$ cat src/rtl/asym_ram_pkg.sv
package asym_ram_pkg;

    parameter int A_AW  = 8;
    parameter int NIB_W = 4;

    localparam int NIBS = 2;
    localparam int B_AW = A_AW + 1;
    localparam int A_DW = NIB_W * NIBS;
    localparam int ROWS = 2 ** A_AW;

    typedef logic [A_AW-1:0]  row_t;
    typedef logic [B_AW-1:0]  baddr_t;
    typedef logic [NIB_W-1:0] nib_t;
    typedef logic [A_DW-1:0]  word_t;

    typedef struct packed {
        logic en;
        row_t row;
        nib_t data;
    } nib_wr_t;

    typedef struct packed {
        row_t row;
        logic lane;
    } bloc_t;

    function automatic bloc_t split_baddr(input baddr_t a);
        bloc_t r;
        r.row  = a[B_AW-1:1];
        r.lane = a[0];
        return r;
    endfunction

    // lane 0 (even narrow address) carries the upper half of a wide word
    function automatic nib_t word_nib(input word_t w, input logic lane);
        return lane ? w[NIB_W-1:0] : w[A_DW-1:NIB_W];
    endfunction

    function automatic word_t join_nibs(input nib_t even_n, input nib_t odd_n);
        return {even_n, odd_n};
    endfunction

endpackage

$ cat src/rtl/asym_nibble_bank.sv
module asym_nibble_bank
    import asym_ram_pkg::*;
(
    input  logic    clk,
    input  logic    rst,
    input  nib_wr_t wr_a,
    input  nib_wr_t wr_b,
    input  row_t    rd_row_a,
    input  row_t    rd_row_b,
    output nib_t    q_a,
    output nib_t    q_b
);

    nib_t mem [ROWS];

    // second statement wins when both target the same row
    always_ff @(posedge clk) begin
        if (wr_a.en) mem[wr_a.row] <= wr_a.data;
        if (wr_b.en) mem[wr_b.row] <= wr_b.data;
    end

    always_ff @(posedge clk) begin
        if (rst) begin
            q_a <= '0;
            q_b <= '0;
        end else begin
            q_a <= mem[rd_row_a];
            q_b <= mem[rd_row_b];
        end
    end

endmodule

$ cat src/rtl/asym_a_side.sv
module asym_a_side
    import asym_ram_pkg::*;
(
    input  row_t                     a_addr,
    input  logic                     a_we,
    input  word_t                    a_wdata,
    output nib_wr_t [NIBS-1:0]       wr_o,
    input  nib_t    [NIBS-1:0]       q_i,
    output word_t                    a_rdata
);

    for (genvar g = 0; g < NIBS; g++) begin : g_lane
        always_comb begin
            wr_o[g].en   = a_we;
            wr_o[g].row  = a_addr;
            wr_o[g].data = word_nib(a_wdata, 1'(g));
        end
    end

    assign a_rdata = join_nibs(q_i[0], q_i[1]);

endmodule

$ cat src/rtl/asym_b_side.sv
module asym_b_side
    import asym_ram_pkg::*;
(
    input  logic                     clk,
    input  logic                     rst,
    input  baddr_t                   b_addr,
    input  logic                     b_we,
    input  nib_t                     b_wdata,
    output nib_wr_t [NIBS-1:0]       wr_o,
    output row_t                     row_o,
    input  nib_t    [NIBS-1:0]       q_i,
    output nib_t                     b_rdata
);

    bloc_t loc;
    logic  lane_q;

    assign loc   = split_baddr(b_addr);
    assign row_o = loc.row;

    for (genvar g = 0; g < NIBS; g++) begin : g_lane
        always_comb begin
            wr_o[g].en   = b_we && (loc.lane == 1'(g));
            wr_o[g].row  = loc.row;
            wr_o[g].data = b_wdata;
        end
    end

    always_ff @(posedge clk) begin
        if (rst) lane_q <= 1'b0;
        else     lane_q <= loc.lane;
    end

    assign b_rdata = q_i[lane_q];

endmodule

$ cat src/rtl/asym_ram.sv
module asym_ram
    import asym_ram_pkg::*;
(
    input  logic                 clk,
    input  logic                 rst,
    input  logic [A_AW-1:0]      a_addr,
    input  logic                 a_we,
    input  logic [A_DW-1:0]      a_wdata,
    output logic [A_DW-1:0]      a_rdata,
    input  logic [B_AW-1:0]      b_addr,
    input  logic                 b_we,
    input  logic [NIB_W-1:0]     b_wdata,
    output logic [NIB_W-1:0]     b_rdata
);

    nib_wr_t [NIBS-1:0] a_wr;
    nib_wr_t [NIBS-1:0] b_wr;
    nib_t    [NIBS-1:0] qa;
    nib_t    [NIBS-1:0] qb;
    row_t               b_row;

    asym_a_side u_a (
        .a_addr  (a_addr),
        .a_we    (a_we),
        .a_wdata (a_wdata),
        .wr_o    (a_wr),
        .q_i     (qa),
        .a_rdata (a_rdata)
    );

    asym_b_side u_b (
        .clk     (clk),
        .rst     (rst),
        .b_addr  (b_addr),
        .b_we    (b_we),
        .b_wdata (b_wdata),
        .wr_o    (b_wr),
        .row_o   (b_row),
        .q_i     (qb),
        .b_rdata (b_rdata)
    );

    for (genvar g = 0; g < NIBS; g++) begin : g_bank
        asym_nibble_bank u_bank (
            .clk      (clk),
            .rst      (rst),
            .wr_a     (a_wr[g]),
            .wr_b     (b_wr[g]),
            .rd_row_a (a_addr),
            .rd_row_b (b_row),
            .q_a      (qa[g]),
            .q_b      (qb[g])
        );
    end

endmodule

$ cat config.mk
export PLATFORM = sky130hd
export DESIGN_NAME = asym_ram
export DESIGN_NICKNAME = d
export VERILOG_FILES = /design/src/rtl/asym_ram_pkg.sv /design/src/rtl/asym_nibble_bank.sv /design/src/rtl/asym_a_side.sv /design/src/rtl/asym_b_side.sv /design/src/rtl/asym_ram.sv
export SDC_FILE = /design/constraint.sdc
export NUM_CORES = 2
export LEC_CHECK = 0
export BUFFER_PORTS_ARGS = -buffer_cell sky130_fd_sc_hd__buf_2
export CORE_MARGIN = 2
export CORE_UTILIZATION = 25
export CTS_CLUSTER_DIAMETER = 120
export DETAILED_ROUTE_END_ITERATION = 7
export PLACE_DENSITY = 0.43
export SLEW_MARGIN = 5
export SYNTH_ARGS = -nofsm -noshare
export SYNTH_HDL_FRONTEND = slang
export SYNTH_SLANG_ARGS = --single-unit
$ cat constraint.sdc
create_clock -name clk -period 4.1 [get_ports clk]
set_input_delay 0.82 -clock clk [delete_from_list [all_inputs] [get_ports clk]]
set_output_delay 0.82 -clock clk [all_outputs]
set_load 0.01 [all_outputs]
==> flow_metrics.tcl <==
set metrics [dict create \
    rows 261 \
    post_synth_adder_cell_area_pct 0 \
    leakagePower_nw 46.6 \
    synth_edf_count 2048 \
    clock_tree.htree_level_count 4 \
    number_of_hold_repair_buffers_added_at_the_cts_stage 0 \
    max_cap_check_violation_count 1 \
    post_cts.repair.setup_buffers 0 \
    dr.pass1.iters 6 \
    yosys.cell_count.top_type "sky130_fd_sc_hd__mux2_2" \
    dieHeight_um 717 \
    layout.cell_area.non_filler_mm2 0.147 \
    io_buffers 44 \
    muxShareOfSynthArea_pct 36.8 \
    initial_core_util_pct 25.1 \
    cts_resized 0 \
    worst_hold_stages 2 \
    result_of_the_run "finished, violations left" \
    synth_simple_gate_area_share_pct 3.80 \
    first_global_vias 91590 \
    detail_route.wl_per_cell_um 36.9 \
    synth_top_cells_by_area "sky130_fd_sc_hd__edfxtp_1, sky130_fd_sc_hd__mux2_2, sky130_fd_sc_hd__mux4_2" \
    netlist.top_cell.by_area "sky130_fd_sc_hd__edfxtp_1" \
    grt_antenna_before_repair 62 \
    synthesis.instances 9037 \
    worst_path_most_repeated_cell "sky130_fd_sc_hd__buf_12" \
    violations "capacitance limit, slew limit" \
    timing.critical_path.cells "buf_8 -> buf_12 -> buf_12 -> buf_12 -> mux2i_1 -> o22ai_1 -> nor4_1 -> buf_4 -> a31oi_1 -> buf_4 -> a2111oi_2 -> nor4_1" \
    timing.critical_path.required_ns 4.87 \
    area_taken_by_multi_input_logic_gates_mm2 0.0606 \
    ff2ff_setup_slack_ns 0.36 \
    setup.worst_path.class "in -> reg" \
    final.hold.worst_slack_ns 0.284 \
    cts_made_buffers 242 \
    worstRegToRegCells 7 \
    post_dp_cell_area_mm2 0.139 \
    finish.net_count 8987 \
    route.detailed.drc 0 \
    dp.final_hpwl_um 394000 \
    postSynthRegisterBits 2065 \
    postSynth.asyncResetShare_pct 0 \
    power_per_cell_area_mw_per_mm2 358 \
    worstSetupEndpointType "flop" \
    synthesized_area_mm2 0.127 \
    setup_viol 0 \
    wire_length_of_the_first_global_routing_pass_um 797000 \
    final.fill_count 50539 \
    standard_cell_core_area_mm2 0.506 \
    synth-seq-area-share_pct 48.6 \
    grt_remaining_overflow 0 \
    synth.net_count 9070 \
    fin_skew_ns 0.0576 \
    wl_um 587000 \
    final_hold_viol_count 0 \
    clk_pin_slew_ns 0.07 \
    worst_tran_pin_value_ns 1.55 \
    worstReg2RegStart "g_bank[1].u_bank.mem[19][1]" \
    timing.max_slew.rel_slack_pct -3.88 \
    clock_period_minus_final_worst_setup_slack_ns 4.01 \
    cp_data_arrival_time_ns 4.78 \
    p_total_mw 52.5 \
    peakVddDrop_mv 0.362 \
    compound_gate_fraction_of_synth_area_pct 6.71 \
    origin_of_the_worst_min_delay_path "b_addr[0]" \
    clock_tree.root_cell "sky130_fd_sc_hd__clkbuf_16" \
    critical_path.max_stage_delay_ns 1.06 \
    slew_viol_final 2 \
    critical_path.reg2reg.endpoint "g_bank[1].u_bank.q_a[1]" \
    area.growth.synth_to_final_pct 15.3 \
    tritoncts "yes" \
    layout_setup_ws_ns 0.0887 \
    insertion_delay_ns 0.98 \
    clk_path_buf_depth 4 \
    synth_cell_type_count 74 \
    rsz0062_at_grt "false" \
    pre_cts_slack_ns -0.721 \
    crit_slowest_cell "sky130_fd_sc_hd__a2111oi_2" \
    grt_max_degree 96 \
    yosys.area.top_type_share_pct 48.4 \
    final.period_utilization_pct 97.8 \
    layout.area.seq_mm2 0.0618 \
    worst_setup_path_start_kind "input port" \
    die_width_um 717 \
    floorplan.die_area_mm2 0.514 \
    fraction_of_layout_cells_with_a_size_suffix_above_1_pct 44.2 \
    tritoncts_num_sinks 2065 \
    avgSynthCellArea_um2 14.1 \
    globalplace.congestion 0.911 \
    ant_nets 0 \
    holdPathEnd "u_b.lane_q" \
    synth_warnings 0 \
    synth_top_family_by_area "multiplexers" \
    detailroute.via_count 91464 \
    track_usage_pct 22.1 \
    critical_path.max_fanout 31 \
    max_clock_freq_ghz 0.249 \
    synth_commonest_cells "sky130_fd_sc_hd__mux2_2, sky130_fd_sc_hd__edfxtp_1, sky130_fd_sc_hd__clkbuf_1" \
    synth_flop_cell "sky130_fd_sc_hd__edfxtp_1" \
    route.detailed.vias_per_inst 5.76 \
    design.portCount 45 \
    synth_xor_area_share_pct 0 \
    initialDrtViolationCount 12034 \
    hold_path.class "in -> reg" \
]
-- per-layer routing --
| layer | vias up | track usage [%] | wire (um) |
|---|---|---|---|
| li1 | 36326 | - | - |
| met1 | 48878 | 29.8 | 240000 |
| met2 | 5236 | 34.7 | 266000 |
| met3 | 1006 | 4.47 | 53700 |
| met4 | 18 | 9.04 | 26200 |
| met5 | - | 0 | 129 |
-- per-stage QoR --
step	instances	util, %	TNS, ns
floorplan	9037	-	0
global placement	15416	27.4	-4.96
detailed placement	15416	27.4	-4.76
CTS	15863	29.0	0
global route	15865	29.0	0
finish	15883	29.0	0
-- final cells by class --
type	count	area share, %
Tap cell	6706	5.72
Clock inverter	154	1.06
Clock buffer	293	4.32
Sequential cell	2065	42.2
Inverter	15	0.0393
Antenna cell	20	0.0341
Timing Repair Buffer	758	5.30
Multi-Input combinational cell	5872	41.3
-- logic make-up (layout without fill, tap and decap cells) --
group,count (synthesis),after routing
flip-flops,2065,2065
buffers and inverters,1100,1220
AND/OR/NAND/NOR,1087,1087
other,0,20
multiplexers,3483,3483
AO/OA/AOI/OAI,1302,1302
-- critical path, delay by kind of cell --
family | cells | cell delay (ns)
buffers and inverters | 6 | 1.36
AO/OA/AOI/OAI | 3 | 1.34
multiplexers | 1 | 0.23
AND/OR/NAND/NOR | 2 | 0.92
-- cell usage in the layout (no fill, tap or decap), drive strengths merged, types with 99 or more instances in the layout --
| cell | Yosys | layout |
|---|---|---|
| a21oi | 99 | 99 |
| a22oi | 186 | 186 |
| buf | 310 | 756 |
| clkbuf | 775 | 295 |
| clkinv | 2 | 111 |
| edfxtp | 2048 | 2048 |
| mux2 | 2088 | 2088 |
| mux2i | 647 | 647 |
| mux4 | 748 | 748 |
| nand2 | 405 | 405 |
| nand3 | 111 | 111 |
| nor2 | 368 | 368 |
| o21ai | 288 | 288 |
| o22ai | 423 | 423 |
-- state kept, by name, summed over array words and instances, names as in the netlist --
signal and cells:
u_b.lane_q 1, g_bank.u_bank.q_b 8, g_bank.u_bank.q_a 8, g_bank.u_bank.mem 2048
-- power breakdown --
| part | switching [mW] | internal (mW) | leakage, nW |
|---|---|---|---|
| Clock | 9.67 | 12.8 | 3.87 |
| Sequential | 0.0687 | 23.3 | 18.5 |
| Combinational | 4.22 | 2.53 | 24.2 |
| Total | 14.0 | 38.6 | 46.6 |
-- worst max path at each step --
stage / cells after the start / slack, ns / end / start
floorplan: 10 / 0.90 / g_bank[0].u_bank.mem[128][0] / a_addr[0]
global placement: 12 / -0.78 / g_bank[1].u_bank.q_a[2] / a_addr[1]
detailed placement: 12 / -0.72 / g_bank[1].u_bank.q_a[2] / a_addr[1]
CTS: 12 / 0.30 / g_bank[1].u_bank.q_a[2] / a_addr[1]
global route: 11 / 0.12 / g_bank[0].u_bank.q_b[0] / b_addr[1]
finish: 12 / 0.09 / g_bank[1].u_bank.q_a[2] / a_addr[1]
No activity file was read; power rests on OpenSTA's default activity.
